--- src/rtl/skip_eval_pkg.sv ---
package skip_eval_pkg;
  // Decoded positions inside the skip address field.
  localparam int unsigned FIELD_W     = 3;
  localparam int unsigned FLAG_LSB    = 0;
  localparam int unsigned SW_LSB      = 3;
  localparam int unsigned BIT_AC_ZERO = 6;
  localparam int unsigned BIT_AC_POS  = 7;
  localparam int unsigned BIT_AC_NEG  = 8;
  localparam int unsigned BIT_OVF_CLR = 9;
  localparam int unsigned BIT_IO_POS  = 10;

  typedef enum int unsigned {
    C_AC_ZERO = 0,
    C_AC_POS  = 1,
    C_AC_NEG  = 2,
    C_OVF_CLR = 3,
    C_IO_POS  = 4,
    C_SWITCH  = 5,
    C_FLAG    = 6,
    C_COUNT   = 7
  } cond_e;

  localparam int unsigned NCOND = C_COUNT;

  function automatic logic is_plus_zero(input logic [63:0] v);
    return (v == 64'd0);
  endfunction
endpackage

--- src/rtl/skip_field_sel.sv ---
module skip_field_sel #(
  parameter int unsigned CODE_W = 3,
  parameter int unsigned NBITS  = 6
) (
  input  logic [CODE_W-1:0] code,
  input  logic [NBITS-1:0]  bits,
  output logic              hit
);
  localparam logic [CODE_W-1:0] ALL_CODE = {CODE_W{1'b1}};

  logic [NBITS-1:0] one_hit;
  logic             all_hit;

  for (genvar i = 0; i < NBITS; i++) begin : g_one
    assign one_hit[i] = (code == CODE_W'(i + 1)) && !bits[i];
  end

  assign all_hit = (code == ALL_CODE) && !(|bits);
  assign hit     = (|one_hit) || all_hit;
endmodule

--- src/rtl/skip_cond_decode.sv ---
module skip_cond_decode
  import skip_eval_pkg::*;
#(
  parameter int unsigned AC_W   = 36,
  parameter int unsigned ADDR_W = 12,
  parameter int unsigned NSW    = 6,
  parameter int unsigned NFLAG  = 6
) (
  input  logic [ADDR_W-1:0] addr,
  input  logic [AC_W-1:0]   ac,
  input  logic              io_sign,
  input  logic              ovf,
  input  logic [NSW-1:0]    sense_sw,
  input  logic [NFLAG-1:0]  prog_flag,
  output logic [NCOND-1:0]  hits
);
  logic ac_sign;
  logic sw_hit;
  logic flag_hit;
  logic unused_hi;

  assign ac_sign   = ac[AC_W-1];
  assign unused_hi = ^addr[ADDR_W-1:BIT_IO_POS+1];

  skip_field_sel #(.CODE_W(FIELD_W), .NBITS(NSW)) u_sw_sel (
    .code (addr[SW_LSB +: FIELD_W]),
    .bits (sense_sw),
    .hit  (sw_hit)
  );

  skip_field_sel #(.CODE_W(FIELD_W), .NBITS(NFLAG)) u_flag_sel (
    .code (addr[FLAG_LSB +: FIELD_W]),
    .bits (prog_flag),
    .hit  (flag_hit)
  );

  always_comb begin
    hits            = '0;
    hits[C_AC_ZERO] = addr[BIT_AC_ZERO] && is_plus_zero(64'(ac));
    hits[C_AC_POS]  = addr[BIT_AC_POS]  && !ac_sign;
    hits[C_AC_NEG]  = addr[BIT_AC_NEG]  &&  ac_sign;
    hits[C_OVF_CLR] = addr[BIT_OVF_CLR] && !ovf;
    hits[C_IO_POS]  = addr[BIT_IO_POS]  && !io_sign;
    hits[C_SWITCH]  = sw_hit;
    hits[C_FLAG]    = flag_hit;
  end
endmodule

--- src/rtl/skip_ovf_flag.sv ---
module skip_ovf_flag (
  input  logic clk,
  input  logic rst_n,
  input  logic set_req,
  input  logic test_clr,
  input  logic start_clr,
  output logic ovf
);
  always_ff @(posedge clk) begin
    if (!rst_n)         ovf <= 1'b0;
    else if (start_clr) ovf <= 1'b0;
    else if (set_req)   ovf <= 1'b1;
    else if (test_clr)  ovf <= 1'b0;
  end
endmodule

--- src/rtl/skip_eval.sv ---
module skip_eval
  import skip_eval_pkg::*;
#(
  parameter int unsigned AC_W   = 36,
  parameter int unsigned ADDR_W = 12,
  parameter int unsigned NSW    = 6,
  parameter int unsigned NFLAG  = 6
) (
  input  logic              clk,
  input  logic              rst_n,
  input  logic              skp_valid,
  input  logic [ADDR_W-1:0] skp_addr,
  input  logic [AC_W-1:0]   ac,
  input  logic              io_sign,
  input  logic [NSW-1:0]    sense_sw,
  input  logic [NFLAG-1:0]  prog_flag,
  input  logic              ovf_set,
  input  logic              start_clr,
  output logic              skip_pulse,
  output logic              ovf
);
  logic [NCOND-1:0] cond_hits;
  logic             any_hit;
  logic             szo_exec;

  skip_cond_decode #(
    .AC_W(AC_W), .ADDR_W(ADDR_W), .NSW(NSW), .NFLAG(NFLAG)
  ) u_decode (
    .addr      (skp_addr),
    .ac        (ac),
    .io_sign   (io_sign),
    .ovf       (ovf),
    .sense_sw  (sense_sw),
    .prog_flag (prog_flag),
    .hits      (cond_hits)
  );

  assign any_hit  = |cond_hits;
  assign szo_exec = skp_valid && skp_addr[BIT_OVF_CLR];

  skip_ovf_flag u_ovf (
    .clk       (clk),
    .rst_n     (rst_n),
    .set_req   (ovf_set),
    .test_clr  (szo_exec),
    .start_clr (start_clr),
    .ovf       (ovf)
  );

  always_ff @(posedge clk) begin
    if (!rst_n) skip_pulse <= 1'b0;
    else        skip_pulse <= skp_valid && any_hit;
  end
endmodule

--- config.mk ---
export PLATFORM = sky130hd
export DESIGN_NAME = skip_eval
export DESIGN_NICKNAME = d
export VERILOG_FILES = /design/src/rtl/skip_eval_pkg.sv /design/src/rtl/skip_field_sel.sv /design/src/rtl/skip_cond_decode.sv /design/src/rtl/skip_ovf_flag.sv /design/src/rtl/skip_eval.sv
export SDC_FILE = /design/constraint.sdc
export NUM_CORES = 1
export LEC_CHECK = 0
export BUFFER_PORTS_ARGS = -buffer_cell sky130_fd_sc_hd__clkbuf_2
export CELL_PAD_IN_SITES_DETAIL_PLACEMENT = 1
export CELL_PAD_IN_SITES_GLOBAL_PLACEMENT = 1
export CORE_UTILIZATION = 16
export DETAILED_ROUTE_END_ITERATION = 10
export GPL_ROUTABILITY_DRIVEN = 0
export PLACE_DENSITY_LB_ADDON = 0.1
export SLEW_MARGIN = 20
export SYNTH_ARGS = -nofsm -noshare
export SYNTH_HDL_FRONTEND = slang
export SYNTH_HIERARCHICAL = 1
export SYNTH_SLANG_ARGS = --single-unit
--- constraint.sdc ---
create_clock -name clk -period 3.45 [get_ports clk]
set_clock_uncertainty 0.05 [all_clocks]
set_input_delay 0.69 -clock clk [delete_from_list [all_inputs] [get_ports clk]]
set_output_delay 0.69 -clock clk [all_outputs]
set_load 0.01 [all_outputs]
After elaboration in Yosys (flattened, before gate mapping)
Index checks and enable logic that the tools add are counted.

Bits in registers: 2. Output and inout port bits: 2.

Reduce and logical (&&, ||, !) cells: 48. Bitwise logic cells: 1. Equality and inequality tests: 14. Muxes and demuxes: 2.

Operators with widths (count): logical NOT 36 bit (1); equality test 3 bit (second input constant) (8); OR reduction 6 bit (4); logical AND 1 bit (21); logical NOT 1 bit (17); equality test 3 x 2 -> 1 bit (second input constant) (4); OR reduction 7 bit (1); equality test 3 x 1 -> 1 bit (second input constant) (2); logical OR 1 bit (2); 2-to-1 mux 1 bit (2); nonzero test 2 bit (1); OR reduction 2 bit (1); NOT 1 bit (1).

Logic depth before layout (Yosys ltp)
Depth after elaboration: 6. Gate-level depth with buffers: 6. Depth with buffers taken out: 5.

Modules after synthesis
The synthesis kept the hierarchy.

Modules (own cells, without submodules): skip_field_sel (area an instance 80.1 sq um, sequential area each 0.0 sq um, cells an instance 9, times used 2); skip_cond_decode (area an instance 146.4 sq um, sequential area each 0.0 sq um, cells an instance 20, times used 1); skip_eval (area an instance 52.6 sq um, sequential area each 20.0 sq um, cells an instance 6, times used 1); skip_ovf_flag (area an instance 40.0 sq um, sequential area each 20.0 sq um, cells an instance 4, times used 1).

Worst setup path after synthesis
Ideal clock, no wire load.

Path type: input to register. Start: input skp_addr[2]. End: register skip_pulse. Buffers on the path: 1. Data required time: 3.275 ns. Setup slack: 1.775 ns. Cell stages on the path: 6. Library setup time: 0.125 ns. Arrival time: 1.499 ns. Cell sequence: mux2i_1 -> a32oi_1 -> o311ai_1 -> buf_4 -> nor4_2 -> a21oi_1.

Longest elaborated chain between the ends: 6. Elaborated cells on any way between the ends: 18. Those cells by class: eq/ne (7); reduce/logical (11).

Ends and longest elaborated chain: start, declared (RTL line skip_eval.sv:12) `input logic [ADDR_W-1:0] skp_addr,`; equality test 3 x 1 -> 1 bit (tied with other cells) (RTL line skip_field_sel.sv:15) `assign one_hit[i] = (code == CODE_W'(i + 1)) && !bits[i];`; logical AND 1 bit (RTL line skip_field_sel.sv:15); OR reduction 6 bit (RTL line skip_field_sel.sv:19) `assign hit = (|one_hit) || all_hit;`; logical OR 1 bit * (RTL line skip_field_sel.sv:19); named net u_decode.flag_hit (RTL line skip_cond_decode.sv:19) `logic flag_hit;`; OR reduction 7 bit * (RTL line skip_eval.sv:38) `assign any_hit = |cond_hits;`; logical AND 1 bit * (RTL line skip_eval.sv:52) `else skip_pulse <= skp_valid && any_hit;`; end signal, assigned (RTL line skip_eval.sv:52); end, declared (RTL line skip_eval.sv:19) `output logic skip_pulse,`.

Mark *: on every way through the listed nets, which the timed path passes. The rest lies on a longest branch. A chain may end at the register's enable or synchronous reset.

Final worst setup path
Start: input skp_addr[2]. End: register skip_pulse.

Longest elaborated chain between the ends: 6. Elaborated cells on any way between the ends: 18. Those cells by class: eq/ne (7); reduce/logical (11).

Ends and longest elaborated chain: equality test 3 x 1 -> 1 bit (tied with other cells) (RTL line skip_field_sel.sv:15); logical AND 1 bit (RTL line skip_field_sel.sv:15); OR reduction 6 bit (RTL line skip_field_sel.sv:19); logical OR 1 bit * (RTL line skip_field_sel.sv:19); named net cond_hits[6] (RTL line skip_eval.sv:22) `logic [NCOND-1:0] cond_hits;`; OR reduction 7 bit * (RTL line skip_eval.sv:38); logical AND 1 bit * (RTL line skip_eval.sv:52).

Marks and branches as above.

==> impl_metrics.env <==
export IMPL_status="finished, final reports clean"
export IMPL_chipHeight_um=51.95
export IMPL_root_buffer="clkbuf_4"
export IMPL_cts_sinks=2
export IMPL_start_util=0.1754
export IMPL_final_hold_viol_count=0
export IMPL_clk_pin_slew_worst_paths_ps=30
export IMPL_maxCapViolations=0
export IMPL_clockBufferDepth=2
export IMPL_utilization=0.3392
export IMPL_seq_power_share=0.176
export IMPL_h_tree_depth=1
export IMPL_syn_inst=48
export IMPL_synth_seq_cells=2
export IMPL_critPathTopFamily="compound AO/OA/AOI/OAI gates"
export IMPL_p_leak_uw=0.0004208
export IMPL_drtPass1Iterations=3
export IMPL_fill_cells=305
export IMPL_holdPathEnd="u_ovf/ovf"
export IMPL_final_common_cell="clkbuf_2"
export IMPL_wl_um=1604
export IMPL_syn_num_nets=114
export IMPL_hold_depth=2
export IMPL_die_area_sq_um=2698
export IMPL_grt_pass1_wl_um=2484
export IMPL_crit_slowest_cell="nor4_2"
export IMPL_die_x_um=51.95
export IMPL_reg2reg_slack_ps=2610
export IMPL_diodes=0
export IMPL_finalCritPeriodShare=0.4588
export IMPL_path_buf_inv=1
export IMPL_yosysWarnings=6
export IMPL_drive_gt1_frac=0.6609
export IMPL_switching_share=0.2737
export IMPL_via_count=654
export IMPL_syn_to_final_growth_pct=93.42
export IMPL_syn_area_sq_um=399.1
export IMPL_grt_ovfl_total=0
export IMPL_drc=0
export IMPL_critical_path_class="in -> reg"
export IMPL_max_freq_mhz=631.8
export IMPL_ir_worst_vdd_mv=0.07655
export IMPL_fin_area_sq_um=772.0
export IMPL_nNetsFinal=183
export IMPL_postCtsHoldBufs=0
export IMPL_placed_cell_area_sq_um=749.5
export IMPL_mostFrequentLayoutCells="clkbuf_2 (66), nor4_1 (6), nor4_2 (4), nor2b_1 (4), mux2i_1 (4)"
export IMPL_wl_per_cell_um=11.22
export IMPL_cts_tree="done"
export IMPL_crit_fanout=3
export IMPL_core_area_sq_um=2276
export IMPL_clockPowerShare=0.367
export IMPL_combPwrFrac=0.457
export IMPL_ant_nets=0
export IMPL_worst_path_largest_cell_delay_ps=280
export IMPL_post_cts_buffers=0
export IMPL_finalSetupViolCount=0
export IMPL_required_ps=3500
export IMPL_hold_start="u_ovf/ovf"
export IMPL_tns_ps=0
export IMPL_grtUsageTotal=0.1233
export IMPL_ys_types=21
export IMPL_grt_pass1_vias=653
export IMPL_cts_resized=0
export IMPL_ys_seq_area_frac=0.1003
export IMPL_rsz0062_at_grt="false"
export IMPL_antenna_found_initial=0
export IMPL_pin_count=68
export IMPL_slew_violations=0
export IMPL_dp_hpwl_um=1507
export IMPL_avgViaCountPerCell=4.573
export IMPL_min_path_type="reg -> reg"
export IMPL_reg2reg_from="u_ovf/ovf"
export IMPL_setup_ws_ps=1867
export IMPL_grt_max_degree=5
export IMPL_reg2reg_depth=3
export IMPL_p_int_uw=104.0
export IMPL_io_buffers=66
export IMPL_p_per_area_nw_per_um2=185.5
export IMPL_dr_first_iter_drc_count=4
export IMPL_std_cell_rows=17
export IMPL_post_route_min_period_ps=1583
export IMPL_clock_latency_ps=220
export IMPL_cts_buffers_inserted=3
export IMPL_syn_area_per_cell_sq_um=8.315
export IMPL_fin_hold_ws_ps=589.0
export IMPL_path_cells="clkbuf_2 > mux2i_1 > a32oi_1 > o311ai_1 > nor4_2 > a21oi_1"
export IMPL_worst_pin_slew_ps=356.5
export IMPL_p_sw_uw=39.20
export IMPL_arrival_ps=1640
export IMPL_slew_headroom=0.7586
export IMPL_pre_cts_ws_ps=1635
export IMPL_worstSetupEndpointType="flop"
export IMPL_rr_endpoint="skip_pulse"
export IMPL_startpoint_type="input pin"
-- synthesized netlist by cell type (all sizes together) --
master,number,area share
nor3,3,0.050
nor4,10,0.22
and2,2,0.031
o311ai,2,0.044
dfxtp,2,0.10
nor4b,1,0.022
nor4bb,2,0.050
nand4,2,0.031
inv,3,0.028
nor2,1,0.0094
nand3b,2,0.038
nand2,2,0.019
a32oi,2,0.044
mux2i,4,0.10
mux2,2,0.075
nor2b,4,0.063
buf,2,0.038
a21oi,1,0.013
o211a,1,0.025
-- stage by stage --
| step | power, uW | cells |
|---|---|---|
| floorplan | 49.87 | 48 |
| global placement | 90.08 | 140 |
| detailed placement | 91.88 | 140 |
| CTS | 149.0 | 143 |
| global route | 159.3 | 143 |
| finish | 143.2 | 143 |
-- cell type report --
type	instances	area, sq um	area share
tap	28	35.03	0.04538
sequential	2	40.04	0.05186
clock buffer	3	22.52	0.02917
timing repair buffer	66	330.3	0.4279
multi-input combinational	41	332.8	0.4311
inverter	3	11.26	0.01459
-- sequential cells by signal, indices dropped and copies added (netlist names) --
signal / cells
skip_pulse: 1
u_ovf/ovf: 1
-- kinds of logic after synthesis --
family / synth area share
flops: 0.1003
compound gates: 0.1254
simple gates: 0.5329
buf+inv: 0.06582
mux: 0.1756
-- how the worst max path moves through the flow --
stage,endpoint,startpoint,cells past startpoint
finish,skip_pulse,skp_addr[2],6
floorplan,skip_pulse,skp_addr[2],6
CTS,skip_pulse,skp_addr[2],6
global route,skip_pulse,skp_addr[2],6
detailed placement,skip_pulse,skp_addr[2],6
global placement,skip_pulse,skp_addr[2],6
-- metal layers --
metal | up-vias | global-route usage | part of all wire
li1 | 329 | - | -
met1 | 287 | 0.1274 | 0.35
met2 | 34 | 0.2222 | 0.55
met3 | 4 | 0.01754 | 0.086
met4 | 0 | 0.09009 | 0.019
met5 | - | 0 | 0
-- worst min-delay path, stage by stage (launching register included) --
cell,delay (ps)
dfxtp_1,330
nor2b_1,140
o211a_1,140
-- power by group through the flow --
| stage | combinational, uW | clock (uW) | sequential (uW) |
|---|---|---|---|
| 5_1_grt | 73.7 | 60.1 | 25.4 |
| 4_1_cts | 66.8 | 56.9 | 25.2 |
| 3_3_place_gp | 64.6 | 0 | 25.5 |
| 6_report | 65.4 | 52.5 | 25.2 |
| 2_1_floorplan | 23.8 | 0 | 26.1 |
| 3_5_place_dp | 66.3 | 0 | 25.6 |
(Power assumes the default switching activity.)
